<file path="config.mk">
export PLATFORM = sky130hd
export DESIGN_NAME = bpa_capture
export DESIGN_NICKNAME = d
export VERILOG_FILES = /design/src/rtl/bpa_pkg.sv /design/src/rtl/bpa_pkt_tracker.sv /design/src/rtl/bpa_bad_table.sv /design/src/rtl/bpa_err_counters.sv /design/src/rtl/bpa_capture.sv
export SDC_FILE = /design/constraint.sdc
export NUM_CORES = 1
export LEC_CHECK = 0
export BUFFER_PORTS_ARGS = -buffer_cell sky130_fd_sc_hd__buf_2
export CORE_MARGIN = 1
export CORE_UTILIZATION = 60
export CTS_CLUSTER_SIZE = 12
export DETAILED_ROUTE_END_ITERATION = 16
export PLACE_DENSITY = 0.79
export SLEW_MARGIN = 30
export SYNTH_ARGS = -nofsm -noshare
export SYNTH_HDL_FRONTEND = slang
export SYNTH_SLANG_ARGS = --single-unit
</file>
<file path="constraint.sdc">
create_clock -name clk -period 4.7 [get_ports clk]
set_input_delay 0.235 -clock clk [delete_from_list [all_inputs] [get_ports clk]]
set_output_delay 0.235 -clock clk [all_outputs]
set_load 0.1 [all_outputs]
</file>
<file path="src/rtl/bpa_pkg.sv">
package bpa_pkg;
  localparam int NERR = 5;

  typedef enum logic [2:0] {
    ST_IDLE,
    ST_WAIT,
    ST_PKT,
    ST_DUMP,
    ST_DONE
  } st_e;

  // number of status words written at the end of a run
  function automatic int dump_len(input int depth);
    return 2 * depth + 9;
  endfunction
endpackage

</file>
<file path="src/rtl/bpa_pkt_tracker.sv">
module bpa_pkt_tracker #(
  parameter int AW = 8
) (
  input  logic                     clk,
  input  logic                     rst_n,
  input  logic                     clear,
  input  logic                     word_ok,
  input  logic                     first,
  input  logic                     last,
  input  logic                     tbl_full,
  input  logic [bpa_pkg::NERR-1:0] err,
  output logic [AW-1:0]            cur_addr,
  output logic [AW-1:0]            pkt_start,
  output logic [bpa_pkg::NERR-1:0] pkt_stat,
  output logic                     pkt_close,
  output logic                     pkt_bad,
  output logic                     pkt_store
);
  logic [AW-1:0]            wr_q, rew_q, start_q;
  logic [bpa_pkg::NERR-1:0] acc_q;

  assign cur_addr  = first ? rew_q : wr_q;
  assign pkt_start = first ? rew_q : start_q;
  assign pkt_stat  = first ? err : (acc_q | err);
  assign pkt_close = word_ok && last;
  assign pkt_bad   = |pkt_stat;
  assign pkt_store = pkt_close && pkt_bad && !tbl_full;

  always_ff @(posedge clk or negedge rst_n) begin
    if (!rst_n) begin
      wr_q    <= '0;
      rew_q   <= '0;
      start_q <= '0;
      acc_q   <= '0;
    end else if (clear) begin
      wr_q    <= '0;
      rew_q   <= '0;
      start_q <= '0;
      acc_q   <= '0;
    end else if (word_ok) begin
      wr_q    <= cur_addr + AW'(1);
      start_q <= pkt_start;
      acc_q   <= pkt_stat;
      if (pkt_store) rew_q <= cur_addr + AW'(1);
    end
  end
endmodule

</file>
<file path="src/rtl/bpa_bad_table.sv">
module bpa_bad_table #(
  parameter  int AW    = 8,
  parameter  int DEPTH = 16,
  localparam int PW    = $clog2(DEPTH),
  localparam int IW    = $clog2(DEPTH + 1)
) (
  input  logic                     clk,
  input  logic                     rst_n,
  input  logic                     clear,
  input  logic                     store,
  input  logic [AW-1:0]            start_addr,
  input  logic [bpa_pkg::NERR-1:0] stat,
  input  logic [PW-1:0]            rd_sel,
  output logic [AW-1:0]            rd_ptr,
  output logic [bpa_pkg::NERR-1:0] rd_stat,
  output logic [IW-1:0]            count,
  output logic                     full
);
  logic [AW-1:0]            ptr_q  [DEPTH];
  logic [bpa_pkg::NERR-1:0] stat_q [DEPTH];

  assign full    = (count == IW'(DEPTH));
  assign rd_ptr  = ptr_q[rd_sel];
  assign rd_stat = stat_q[rd_sel];

  always_ff @(posedge clk or negedge rst_n) begin
    if (!rst_n) begin
      count <= '0;
      for (int e = 0; e < DEPTH; e++) begin
        ptr_q[e]  <= '0;
        stat_q[e] <= '0;
      end
    end else if (clear) begin
      count <= '0;
      for (int e = 0; e < DEPTH; e++) begin
        ptr_q[e]  <= '0;
        stat_q[e] <= '0;
      end
    end else if (store) begin
      ptr_q[count[PW-1:0]]  <= start_addr;
      stat_q[count[PW-1:0]] <= stat;
      count                 <= count + IW'(1);
    end
  end
endmodule

</file>
<file path="src/rtl/bpa_err_counters.sv">
module bpa_err_counters #(
  parameter int CW = 16
) (
  input  logic                              clk,
  input  logic                              rst_n,
  input  logic                              clear,
  input  logic                              word_ok,
  input  logic                              pkt_close,
  input  logic                              pkt_bad,
  input  logic [bpa_pkg::NERR-1:0]          err,
  output logic [bpa_pkg::NERR-1:0][CW-1:0]  err_cnt,
  output logic [CW-1:0]                     good_cnt,
  output logic [CW-1:0]                     bad_cnt
);
  for (genvar k = 0; k < bpa_pkg::NERR; k++) begin : g_type
    logic [CW-1:0] q;
    always_ff @(posedge clk or negedge rst_n) begin
      if (!rst_n)                  q <= '0;
      else if (clear)              q <= '0;
      else if (word_ok && err[k])  q <= q + CW'(1);
    end
    assign err_cnt[k] = q;
  end

  always_ff @(posedge clk or negedge rst_n) begin
    if (!rst_n) begin
      good_cnt <= '0;
      bad_cnt  <= '0;
    end else if (clear) begin
      good_cnt <= '0;
      bad_cnt  <= '0;
    end else if (pkt_close) begin
      if (pkt_bad) bad_cnt  <= bad_cnt + CW'(1);
      else         good_cnt <= good_cnt + CW'(1);
    end
  end
endmodule

</file>
<file path="src/rtl/bpa_capture.sv">
module bpa_capture #(
  parameter  int AW    = 8,
  parameter  int DEPTH = 16,
  parameter  int DW    = 32,
  parameter  int CW    = 16,
  localparam int DN    = bpa_pkg::dump_len(DEPTH),
  localparam int SAW   = $clog2(DN),
  localparam int PW    = $clog2(DEPTH),
  localparam int IW    = $clog2(DEPTH + 1)
) (
  input  logic                     clk,
  input  logic                     rst_n,
  input  logic                     start,
  input  logic                     end_test,
  input  logic                     in_valid,
  input  logic                     in_sop,
  input  logic                     in_eop,
  input  logic [DW-1:0]            in_data,
  input  logic [bpa_pkg::NERR-1:0] in_err,
  output logic                     cap_we,
  output logic [AW-1:0]            cap_addr,
  output logic [DW-1:0]            cap_data,
  output logic                     stat_we,
  output logic [SAW-1:0]           stat_addr,
  output logic [DW-1:0]            stat_data,
  output logic                     done
);
  import bpa_pkg::*;

  st_e st_q, st_d;
  logic [SAW-1:0] idx_q;
  logic [DW-1:0]  time_q;

  // named internal events
  logic clear, active, first, word_ok;
  logic [AW-1:0]   cur_addr, pkt_start, rd_ptr;
  logic [NERR-1:0] pkt_stat, rd_stat;
  logic pkt_close, pkt_bad, pkt_store, tbl_full;
  logic [IW-1:0]   stored_n;
  logic [PW-1:0]   rd_sel;
  logic [NERR-1:0][CW-1:0] err_cnt;
  logic [CW-1:0]   good_cnt, bad_cnt;

  assign clear   = start && (st_q == ST_IDLE || st_q == ST_DONE);
  assign active  = (st_q == ST_WAIT) || (st_q == ST_PKT);
  assign first   = (st_q == ST_WAIT);
  assign word_ok = in_valid && !end_test &&
                   ((st_q == ST_WAIT && in_sop) || st_q == ST_PKT);

  always_comb begin
    st_d = st_q;
    unique case (st_q)
      ST_IDLE, ST_DONE: if (start) st_d = ST_WAIT;
      ST_WAIT: begin
        if (end_test)                st_d = ST_DUMP;
        else if (word_ok && !in_eop) st_d = ST_PKT;
      end
      ST_PKT: begin
        if (end_test)               st_d = ST_DUMP;
        else if (word_ok && in_eop) st_d = ST_WAIT;
      end
      ST_DUMP: if (idx_q == SAW'(DN - 1)) st_d = ST_DONE;
      default: st_d = ST_IDLE;
    endcase
  end

  always_ff @(posedge clk or negedge rst_n) begin
    if (!rst_n) begin
      st_q   <= ST_IDLE;
      idx_q  <= '0;
      time_q <= '0;
    end else begin
      st_q  <= st_d;
      idx_q <= (st_q == ST_DUMP) ? idx_q + SAW'(1) : '0;
      if (clear)       time_q <= '0;
      else if (active) time_q <= time_q + DW'(1);
    end
  end

  always_ff @(posedge clk or negedge rst_n) begin
    if (!rst_n) begin
      cap_we   <= 1'b0;
      cap_addr <= '0;
      cap_data <= '0;
    end else begin
      cap_we <= word_ok;
      if (word_ok) begin
        cap_addr <= cur_addr;
        cap_data <= in_data;
      end
    end
  end

  bpa_pkt_tracker #(.AW(AW)) u_trk (
    .clk(clk), .rst_n(rst_n), .clear(clear), .word_ok(word_ok),
    .first(first), .last(in_eop), .tbl_full(tbl_full), .err(in_err),
    .cur_addr(cur_addr), .pkt_start(pkt_start), .pkt_stat(pkt_stat),
    .pkt_close(pkt_close), .pkt_bad(pkt_bad), .pkt_store(pkt_store)
  );

  bpa_bad_table #(.AW(AW), .DEPTH(DEPTH)) u_tbl (
    .clk(clk), .rst_n(rst_n), .clear(clear), .store(pkt_store),
    .start_addr(pkt_start), .stat(pkt_stat), .rd_sel(rd_sel),
    .rd_ptr(rd_ptr), .rd_stat(rd_stat), .count(stored_n), .full(tbl_full)
  );

  bpa_err_counters #(.CW(CW)) u_cnt (
    .clk(clk), .rst_n(rst_n), .clear(clear), .word_ok(word_ok),
    .pkt_close(pkt_close), .pkt_bad(pkt_bad), .err(in_err),
    .err_cnt(err_cnt), .good_cnt(good_cnt), .bad_cnt(bad_cnt)
  );

  // status dump word select
  always_comb begin
    int unsigned iv;
    iv        = int'(idx_q);
    rd_sel    = PW'(iv < DEPTH ? iv : iv - DEPTH);
    stat_data = '0;
    if (iv < DEPTH)          stat_data = DW'(rd_ptr);
    else if (iv < 2 * DEPTH) stat_data = DW'(rd_stat);
    else begin
      unique case (iv - 2 * DEPTH)
        0:       stat_data = DW'(good_cnt);
        1:       stat_data = DW'(bad_cnt);
        2:       stat_data = DW'(err_cnt[0]);
        3:       stat_data = DW'(err_cnt[1]);
        4:       stat_data = DW'(err_cnt[2]);
        5:       stat_data = DW'(err_cnt[3]);
        6:       stat_data = DW'(err_cnt[4]);
        7:       stat_data = time_q;
        default: stat_data = DW'(stored_n);
      endcase
    end
  end

  assign stat_we   = (st_q == ST_DUMP);
  assign stat_addr = idx_q;
  assign done      = (st_q == ST_DONE);
endmodule

</file>
# Yosys cells after proc, flatten, opt, wreduce, memory -nomap -nowiden
# Index checks and enable logic that the tools add are counted.
[totals]
regBits = 436
inputBits = 44
elab_cells = 187
[classes]
add_sub_neg = 13
order_cmp = 5
n_eq_ne = 18
muxes = 60
bitwise = 3
reduce_logical = 38
[op_table]
columns = ["operator", "n"]
rows = [
  ["128-bit 2-to-1 mux", 2],
  ["16-bit 2-to-1 mux", 16],
  ["32-bit one-hot mux with 8 select lines", 1],
  ["80-bit 2-to-1 mux", 2],
  ["128-bit bitwise mux", 1],
  ["32-bit by 3-bit equality test with 1-bit output, second input constant", 4],
  ["32-bit 2-to-1 mux", 4],
  ["16-bit by 1-bit adder with 16-bit output, second input constant", 7],
  ["8-bit 2-to-1 mux", 12],
  ["80-bit bitwise mux", 1],
  ["32-bit by 2-bit equality test with 1-bit output, second input constant", 2],
  ["5-bit 2-to-1 mux", 8],
  ["32-bit by 1-bit adder with 32-bit output, second input constant", 1],
  ["8-bit binary-select mux with 4-bit select", 1],
  ["8-bit demux with 4-bit select", 1],
  ["32-bit by 1-bit equality test with 1-bit output, second input constant", 1],
  ["32-bit logical NOT", 1],
  ["5-bit binary-select mux with 4-bit select", 1],
  ["5-bit demux with 4-bit select", 1],
  ["2-bit nonzero test", 10],
  ["3-bit 2-to-1 mux", 6],
  ["1-bit logical AND", 14],
  ["3-bit one-hot mux with 4 select lines", 1],
  ["5-bit greater-or-equal comparator, second input constant", 2],
  ["other kinds (28)", 37],
]

# Longest topological paths before layout
# Gate-level depths: netlist of run 1.
[depth]
word_depth = 10
depth_mapped = 12
ltp_nobuf = 7

# By module
# From an unflattened synthesis of run 1, not the netlist that was laid out.
[unflattened]
cells_unflattened = 2354
area_unflattened_um2 = 22785.6
[by_module_without_submodules]
columns = ["module", "instances", "cells_each", "area_each_um2", "seq_area_each_um2"]
rows = [
  ["bpa_bad_table", 1, 1077, 10413.7, 5330.1],
  ["bpa_err_counters", 1, 582, 5560.3, 2802.7],
  ["bpa_capture", 1, 524, 5026.1, 2052.0],
  ["bpa_pkt_tracker", 1, 171, 1785.5, 725.7],
]

# Worst setup path after synthesis of run 1
# Ideal clock, no wire load.
[synth_timing]
path_kind = "register -> output"
from = "reg idx_q[0], in the netlist stat_addr[0]"
to = "out stat_data[0]"
t_arrival_ps = 8081
required_time_ps = 4465
setup_slack_ps = -3616
path_stages_with_launch = 11
path_buffers = 4
cell_sequence = "dfrtp_1 > buf_2 > buf_2 > buf_2 > buf_2 > inv_1 > ha_1 > o41ai_1 > a2111oi_0 > and3_1 > a2111oi_0"
[synth_via]
elab_chain_len = 8
word_cells_on_any_way = 23
classes_between = "2 x add/sub; 2 x order compare; 7 x eq/ne; 10 x mux; 1 x bitwise; 1 x reduce/logical"
[synth_lines]
columns = ["element", "line", "text"]
rows = [
  ["start: declaration", "bpa_capture.sv:31", "logic [SAW-1:0] idx_q;"],
  ["start signal: assignment", "bpa_capture.sv:74", "idx_q <= (st_q == ST_DUMP) ? idx_q + SAW'(1) : '0;"],
  ["6-bit by 5-bit < comparator with 1-bit output / 4-bit by 1-bit subtractor with 4-bit output (equally long branches)", "bpa_capture.sv:117, bpa_capture.sv:119", ""],
  ["4-bit 2-to-1 mux", "bpa_capture.sv:117", "rd_sel = PW'(iv < DEPTH ? iv : iv - DEPTH);"],
  ["4-bit inverter with 5-bit output (implied by the code)", "bpa_bad_table.sv:23, bpa_bad_table.sv:24", ""],
  ["5-bit binary-select mux with 4-bit select", "bpa_bad_table.sv:24", "assign rd_stat = stat_q[rd_sel];"],
  ["5-bit 2-to-1 mux (implied by the code) (2 in a row)", "bpa_bad_table.sv:24", ""],
  ["32-bit 2-to-1 mux", "bpa_capture.sv:120", "else if (iv < 2 * DEPTH) stat_data = DW'(rd_stat);"],
  ["32-bit 2-to-1 mux *", "bpa_capture.sv:119", "if (iv < DEPTH) stat_data = DW'(rd_ptr);"],
  ["end: declaration", "bpa_capture.sv:25", "output logic [DW-1:0] stat_data,"],
]
# Mark *: on every way between the ends. The rest lies on a longest branch, timed or not. The select of a mux whose other input is x is not followed.

# Worst setup path after layout of run 1
[layout_timing]
from = "reg idx_q[0], in the netlist stat_addr[0]"
to = "out stat_data[4]"
# The elaborated chain is that of the path after synthesis.

==> results of run 1 <==
## cells by family after synthesis
| kind of cell | count (synthesis) | synth area share, % |
|---|---|---|
| DFF | 436 | 48.72 |
| and+or+nand+nor | 925 | 19.80 |
| AOI/OAI and AO/OA | 452 | 13.33 |
| muxes | 145 | 9.236 |
| adders and majority gates | 17 | 0.9498 |
| buffers and inverters | 212 | 3.782 |
| xor gates and xnor gates | 107 | 4.185 |
## cell usage in the layout, fill, tap and decap left out, types with 19 or more instances in the layout
| cell type | Yosys | routed |
|---|---|---|
| a211oi_1 | 40 | 39 |
| a21oi_1 | 59 | 58 |
| a22oi_1 | 29 | 29 |
| and3_1 | 49 | 49 |
| buf_2 | 32 | 123 |
| buf_4 | 1 | 49 |
| clkbuf_16 | 0 | 49 |
| dfrtp_1 | 436 | 434 |
| dlygate4sd3_1 | 0 | 37 |
| inv_1 | 26 | 26 |
| mux2i_1 | 93 | 93 |
| mux4_2 | 49 | 49 |
| nand2_1 | 324 | 324 |
| nand3_1 | 226 | 226 |
| nand4_1 | 37 | 37 |
| nor2_1 | 151 | 151 |
| nor3_1 | 24 | 24 |
| o21ai_0 | 179 | 179 |
| or3_1 | 19 | 19 |
| xnor2_1 | 69 | 69 |
| xor2_1 | 38 | 38 |
## metal layers
| layer | vias up | wire [µm] | global-route usage (%) |
|---|---|---|---|
| met4 | 0 | 3215 | 17.26 |
| met1 | 9513 | 25460 | 45.01 |
| met3 | 194 | 5442 | 6.442 |
| met5 | - | 0 | 0 |
| li1 | 8429 | - | - |
| met2 | 947 | 31290 | 55.95 |
## power groups by stage
stage / clock network, mW / registers (mW) / logic, mW
after floorplan: 0 / 5.24 / 1.37
after global placement: 0 / 4.33 / 2.99
after detailed placement: 0 / 4.34 / 3.03
after CTS: 3.87 / 4.28 / 3.07
after global routing: 4.02 / 4.32 / 3.26
final: 3.83 / 4.29 / 3.11
## cell type report
class | count | area (µm²)
Antenna cell | 1 | 2.502
Tap cell | 468 | 585.6
Clock buffer | 75 | 1484
Multi-Input combinational cell | 1646 | 10760
Sequential cell | 436 | 10920
Inverter | 27 | 101.3
Timing Repair Buffer | 211 | 1389
Clock inverter | 12 | 152.6
Fill cell | 2692 | 11310
## registers in the layout, summed over array words and instances, names as in the netlist, 16 cells and up
signal	cells
cap_data	32
time_q	32
u_cnt.bad_cnt	16
u_cnt.g_type.q	80
u_cnt.good_cnt	16
u_tbl.ptr_q	128
u_tbl.stat_q	80
## worst max-delay path, cell delays in order, from the launching register on
cell and delay (ns):
dfrtp_4 0.72, inv_1 0.20, ha_1 0.21, and3b_1 0.28, and2_0 0.77, a222oi_1 0.26, and3_1 0.27, o32ai_2 0.24
buf_2 0.50
## worst max path at each step
stage                  from           end  slack [ns]
4_1_cts        stat_addr[0]  stat_data[4]        0.46
6_report       stat_addr[0]  stat_data[4]        0.41
3_3_place_gp   stat_addr[0]  stat_data[4]        1.15
5_1_grt        stat_addr[0]  stat_data[4]        0.28
2_1_floorplan  stat_addr[0]  stat_data[0]       -0.11
3_5_place_dp   stat_addr[0]  stat_data[4]        1.11
==> summary.md, run 1 <==
| Metric | Value |
|---|---|
| Status | `complete, no violations` |
| Bufs on Longest Clock Path | `3` |
| Final layout net count | `2431` |
| Area grow syn2layout | `13.36%` |
| Synth top area share | `48.72%` |
| Reg power frac | `38.2%` |
| TritonCTS Sinks | `436` |
| Worst R2R Path Depth | `6` |
| WL final | `65410 µm` |
| Port buffer count | `124` |
| Hold-critical path endpoint | `st_q[0]` |
| Die Span Y | `195.2 µm` |
| CTS resizes | `0` |
| Final hold violations | `0` |
| Initial drt markers | `2191` |
| Layout cells sized above 1 | `13.96%` |
| H-tree Lvls | `2` |
| Synth cell count leaders | `dfrtp_1, nand2_1, nand3_1` |
| Antenna Nets Post-Route | `0` |
| Worst-path fanout max | `29` |
| CTS tree | `built` |
| Fin Clk Skew | `0.03269 ns` |
| Non-Filler Instances | `2876` |
| Hold slack | `0.05842 ns` |
| HP Start | `end_test` |
| Max-Cap Viols | `0` |
| Setup WS post-layout | `0.4055 ns` |
| Wire per inst | `22.74 µm` |
| Io pins | `125` |
| Hold Crit Class | `in2reg` |
| Top_reg_cell synth | `dfrtp_1` |
| Total power | `11.23 mW` |
| Antenna violations before repair | `1` |
| Number of remaining DRC errors | `0` |
| Full die area | `38100 µm²` |
| Final setup fails | `0` |
| Cells after synthesis | `2294` |
| Via count | `19080` |
| CP startpoint kind | `flop` |
| Reg2reg setup slack | `1.19 ns` |
| FF-to-FF End | `u_tbl.ptr_q[25]` |
| Net Count, Synth | `2355` |
| CTS Hold Bufs | `37` |
| WS Path Type | `reg2out` |
| Number of synthesized flops with an enable pin | `0` |
| Cells after DPL | `2751` |
| Req. time, crit path | `4.47 ns` |
| Relative slew slack | `32.85%` |
| Most common cell in the netlist | `dfrtp_1` |
| WP data arrival | `4.06 ns` |
| CTS clk-pin slew, worst paths | `0.06 ns` |
| Mapped Area | `22390 µm²` |
| Max Freq | `0.2329 GHz` |
| Sw Ratio | `38.59%` |
| First-pass GRT wire length | `103100 µm` |
| Via density | `6.635` |
| Flop and latch count out of synthesis | `436` |
| Asr flop ratio synth | `100.0%` |
| Synth area leaders | `dfrtp_1, nand2_1, nand3_1` |
| Worst R2R Start | `st_q[1]` |
| Tmin final | `4.294 ns` |
| Num rows | `70` |
| Dominant cell type by area after synthesis | `dfrtp_1` |
| Placer Congestion | `0.9475` |
| Critical path endpoint category | `primary output` |
| Place WS | `1.109 ns` |
| Initial Utilization | `61.02%` |
| Pin count of the biggest net entering global routing | `146` |
| Leak Pwr | `11.05 nW` |
| Net Switching | `4.333 mW` |
| GRT Util Overall | `34.60%` |
| RSZ-0062 raised after global routing | `false` |
| Final Max Tran Viols | `0` |
| Pwr dens | `442.3 nW/µm²` |
| Core footprint | `36700 µm²` |
| P_int | `6.895 mW` |
| Postcts setup bufs | `0` |
| DPL Wire Length | `42880 µm` |
| Final Cycle Share | `91.37%` |
| Num CTS Buffers | `48` |
| Setup tns final | `0 ns` |
| Post-route core utilization | `69.17%` |
| Die width | `195.2 µm` |
| Mean post-synth cell area | `9.762 µm²` |
| Congestion Overflow GR | `0` |
| Hold Crit Depth | `3` |
| Synth Warn # | `0` |
| Vias in the first global route | `18390` |
| CTS root buffer | `clkbuf_16` |
| Clk pwr share | `34.1%` |
| Clock latency on the worst-skew pair | `0.61 ns` |
| Worst slew pin tran | `1.007 ns` |
| Placed inst area | `23380 µm²` |
| Library cells used by synthesis | `80` |
| Worst IR Drop VDD | `0.4611 mV` |
| Final Instance Area | `25390 µm²` |
| Logic pwr share | `27.7%` |
| Register area share after synthesis | `48.72%` |
| Drt first pass iters | `8` |
No activity file was read; power rests on OpenSTA's default activity.
==> run 2, diff against run 1 <==
--- a/config.mk
+++ b/config.mk
@@ -6,7 +6,7 @@
 export NUM_CORES = 1
 export LEC_CHECK = 0
 export BUFFER_PORTS_ARGS = -buffer_cell sky130_fd_sc_hd__buf_2
-export CORE_MARGIN = 1
+export CORE_MARGIN = 2
 export CORE_UTILIZATION = 60
 export CTS_CLUSTER_SIZE = 12
 export DETAILED_ROUTE_END_ITERATION = 16
==> run 2 against run 1 <==
Against the previous run:
- sequential power is essentially flat
- sequential cell count unchanged
- highest routed layer unchanged
- via count barely moved
- clock skew down 0.0089 ns
- critical path depth fell by 2
- register-to-register slack got worse by 0.05 ns
- count of clock-buffer cells in the layout shrank 2
- critical path type unchanged
- die area grew 2.1%
==> summary.md, run 2 (synthesis results as in run 1) <==
| Metric | Value |
|---|---|
| Tmin final | `4.250 ns` |
| Pwr dens | `434.7 nW/µm²` |
| Worst IR Drop VDD | `0.3914 mV` |
| Bufs on Longest Clock Path | `3` |
| Placer Congestion | `0.9211` |
| Via count | `19070` |
| Final Max Tran Viols | `0` |
| Full die area | `38880 µm²` |
| Setup tns final | `0 ns` |
| Die width | `197.2 µm` |
| Worst slew pin tran | `0.9844 ns` |
| Logic pwr share | `28.7%` |
| Congestion Overflow GR | `0` |
| Final Cycle Share | `90.44%` |
| Number of remaining DRC errors | `0` |
| RSZ-0062 raised after global routing | `false` |
| Max Freq | `0.2353 GHz` |
| HP Start | `end_test` |
| WL final | `65550 µm` |
| Cells after DPL | `2744` |
| Num rows | `70` |
| First-pass GRT wire length | `104900 µm` |
| Die Span Y | `197.2 µm` |
| Critical path endpoint category | `primary output` |
| Sw Ratio | `39.22%` |
| Max-Cap Viols | `0` |
| Initial drt markers | `2088` |
| Final setup fails | `0` |
| Drt first pass iters | `8` |
| Top flop regs | `u_tbl.ptr_q: 128 flops, u_cnt.g_type.q: 80 flops, u_tbl.stat_q: 80 flops` |
| Worst R2R Start | `st_q[1]` |
| Most frequent cells in the layout | `dfrtp_1, nand2_1, nand3_1, o21ai_0, nor2_1` |
| Core footprint | `36700 µm²` |
| Final hold violations | `0` |
| FILL cells | `2772` |
| Num CTS Buffers | `46` |
| CTS tree | `built` |
| N_diodes | `0` |
| Antenna Nets Post-Route | `0` |
| Hold Crit Depth | `3` |
| CP startpoint kind | `flop` |
| Req. time, crit path | `4.47 ns` |
| Pin count of the biggest net entering global routing | `153` |
| Vias in the first global route | `18690` |
| Clock latency on the worst-skew pair | `0.59 ns` |
| Post-route core utilization | `68.69%` |
| Final layout net count | `2423` |
| Worst-path fanout max | `27` |
| Hold Crit Class | `in2reg` |
| Max reg flops | `128` |
| CTS clk-pin slew, worst paths | `0.06 ns` |
| Area grow syn2layout | `12.56%` |
| Io pins | `125` |
| Via density | `6.666` |
| Reg with most FFs | `u_tbl.ptr_q` |
| Relative slew slack | `34.27%` |
| TritonCTS Sinks | `436` |
| Status | `complete, no violations` |
| Worst R2R Path Depth | `6` |
| FF-to-FF End | `u_tbl.stat_q[17]` |
| H-tree Lvls | `2` |
| Reg2reg setup slack | `1.14 ns` |
| Commonest non-fill, non-tap cell in the layout | `dfrtp_1` |
| Fin Clk Skew | `0.02381 ns` |
| CTS root buffer | `clkbuf_16` |
| P_int | `6.659 mW` |
| Postcts setup bufs | `0` |
| Net Switching | `4.297 mW` |
| Leak Pwr | `10.95 nW` |
| Antenna violations before repair | `0` |
| Non-Filler Instances | `2860` |
| Clk pwr share | `32.4%` |
| Reg power frac | `38.9%` |
| Hold-critical path endpoint | `st_q[0]` |
| Layout cells sized above 1 | `13.38%` |
| GRT Util Overall | `34.59%` |
| Wire per inst | `22.92 µm` |
| WS Path Type | `reg2out` |
| Port buffer count | `124` |
| Initial Utilization | `61.02%` |
| WP data arrival | `4.02 ns` |
| DPL Wire Length | `43440 µm` |
run 2: cell count changes in the layout (fill, tap and decap cells not counted), sizes merged:
cell / change
inv: +1
clkinvlp: -1
clkinv: -5
clkbuf: -2
bufinv: -2
diode: -1
buf: -6
run 2: area by class of cell:
cell class	count	area [µm²]	area share (%)
sequential	436	10920	43.30
multi-input combinational	1646	10770	42.74
clock buffer	73	1404	5.569
timing repair buffer	205	1383	5.485
tap	468	585.6	2.323
inverter	27	101.3	0.4021
clock inverter	5	43.79	0.1737
run 2: power by group through the flow:
stage	registers (mW)	clock network [mW]	logic (mW)
after global placement	4.30	0	3.03
after CTS	4.25	3.58	3.11
after detailed placement	4.31	0	3.08
final	4.26	3.55	3.15
after floorplan	5.24	0	1.37
after global routing	4.29	3.72	3.32
run 2: worst max-delay path: stages (launching register included):
cell	delay, ns
dfrtp_4	0.62
ha_1	0.81
and2_1	0.62
a22oi_1	0.18
and3_1	0.28
a2111oi_4	0.40
buf_2	0.50
run 2: worst max path at each step:
stage	startpoint	end	slack, ns	depth (start not counted)
floorplan	stat_addr[0]	stat_data[0]	-0.11	10
global placement	stat_addr[0]	stat_data[0]	1.21	6
detailed placement	stat_addr[0]	stat_data[0]	1.11	6
CTS	stat_addr[0]	stat_data[0]	0.49	6
global route	stat_addr[0]	stat_data[0]	0.30	6
finish	stat_addr[0]	stat_data[0]	0.45	6
run 2: timing repair:
action / CTS / global route
endpoints found under the hold margin: 110 / 0
gates resized for setup: 0 / 0
hold buffers: 37 / 0
run 2: metrics by stage:
stage                     area [µm²]  total power, mW  hold WS (ns)  setup WS [ns]
after global routing           25210            11.34       0.04034         0.3039
after global placement         23360            7.332        0.2778          1.212
after CTS                      25190            10.95      0.005580         0.4928
after floorplan                22430            6.610      -0.06059        -0.1089
after detailed placement       23370            7.393        0.2857          1.114
final                          25210            10.96       0.02944         0.4495
run 2: metal layers:
| metal | GRT usage, % | vias up | wire length [µm] | part of all wire (%) |
|---|---|---|---|---|
| met4 | 18.46 | 0 | 3602 | 5.5 |
| li1 | - | 8419 | - | - |
| met1 | 45.11 | 9485 | 25610 | 39 |
| met5 | 0 | - | 0 | 0 |
| met3 | 6.198 | 219 | 5177 | 7.9 |
| met2 | 55.54 | 943 | 31150 | 48 |
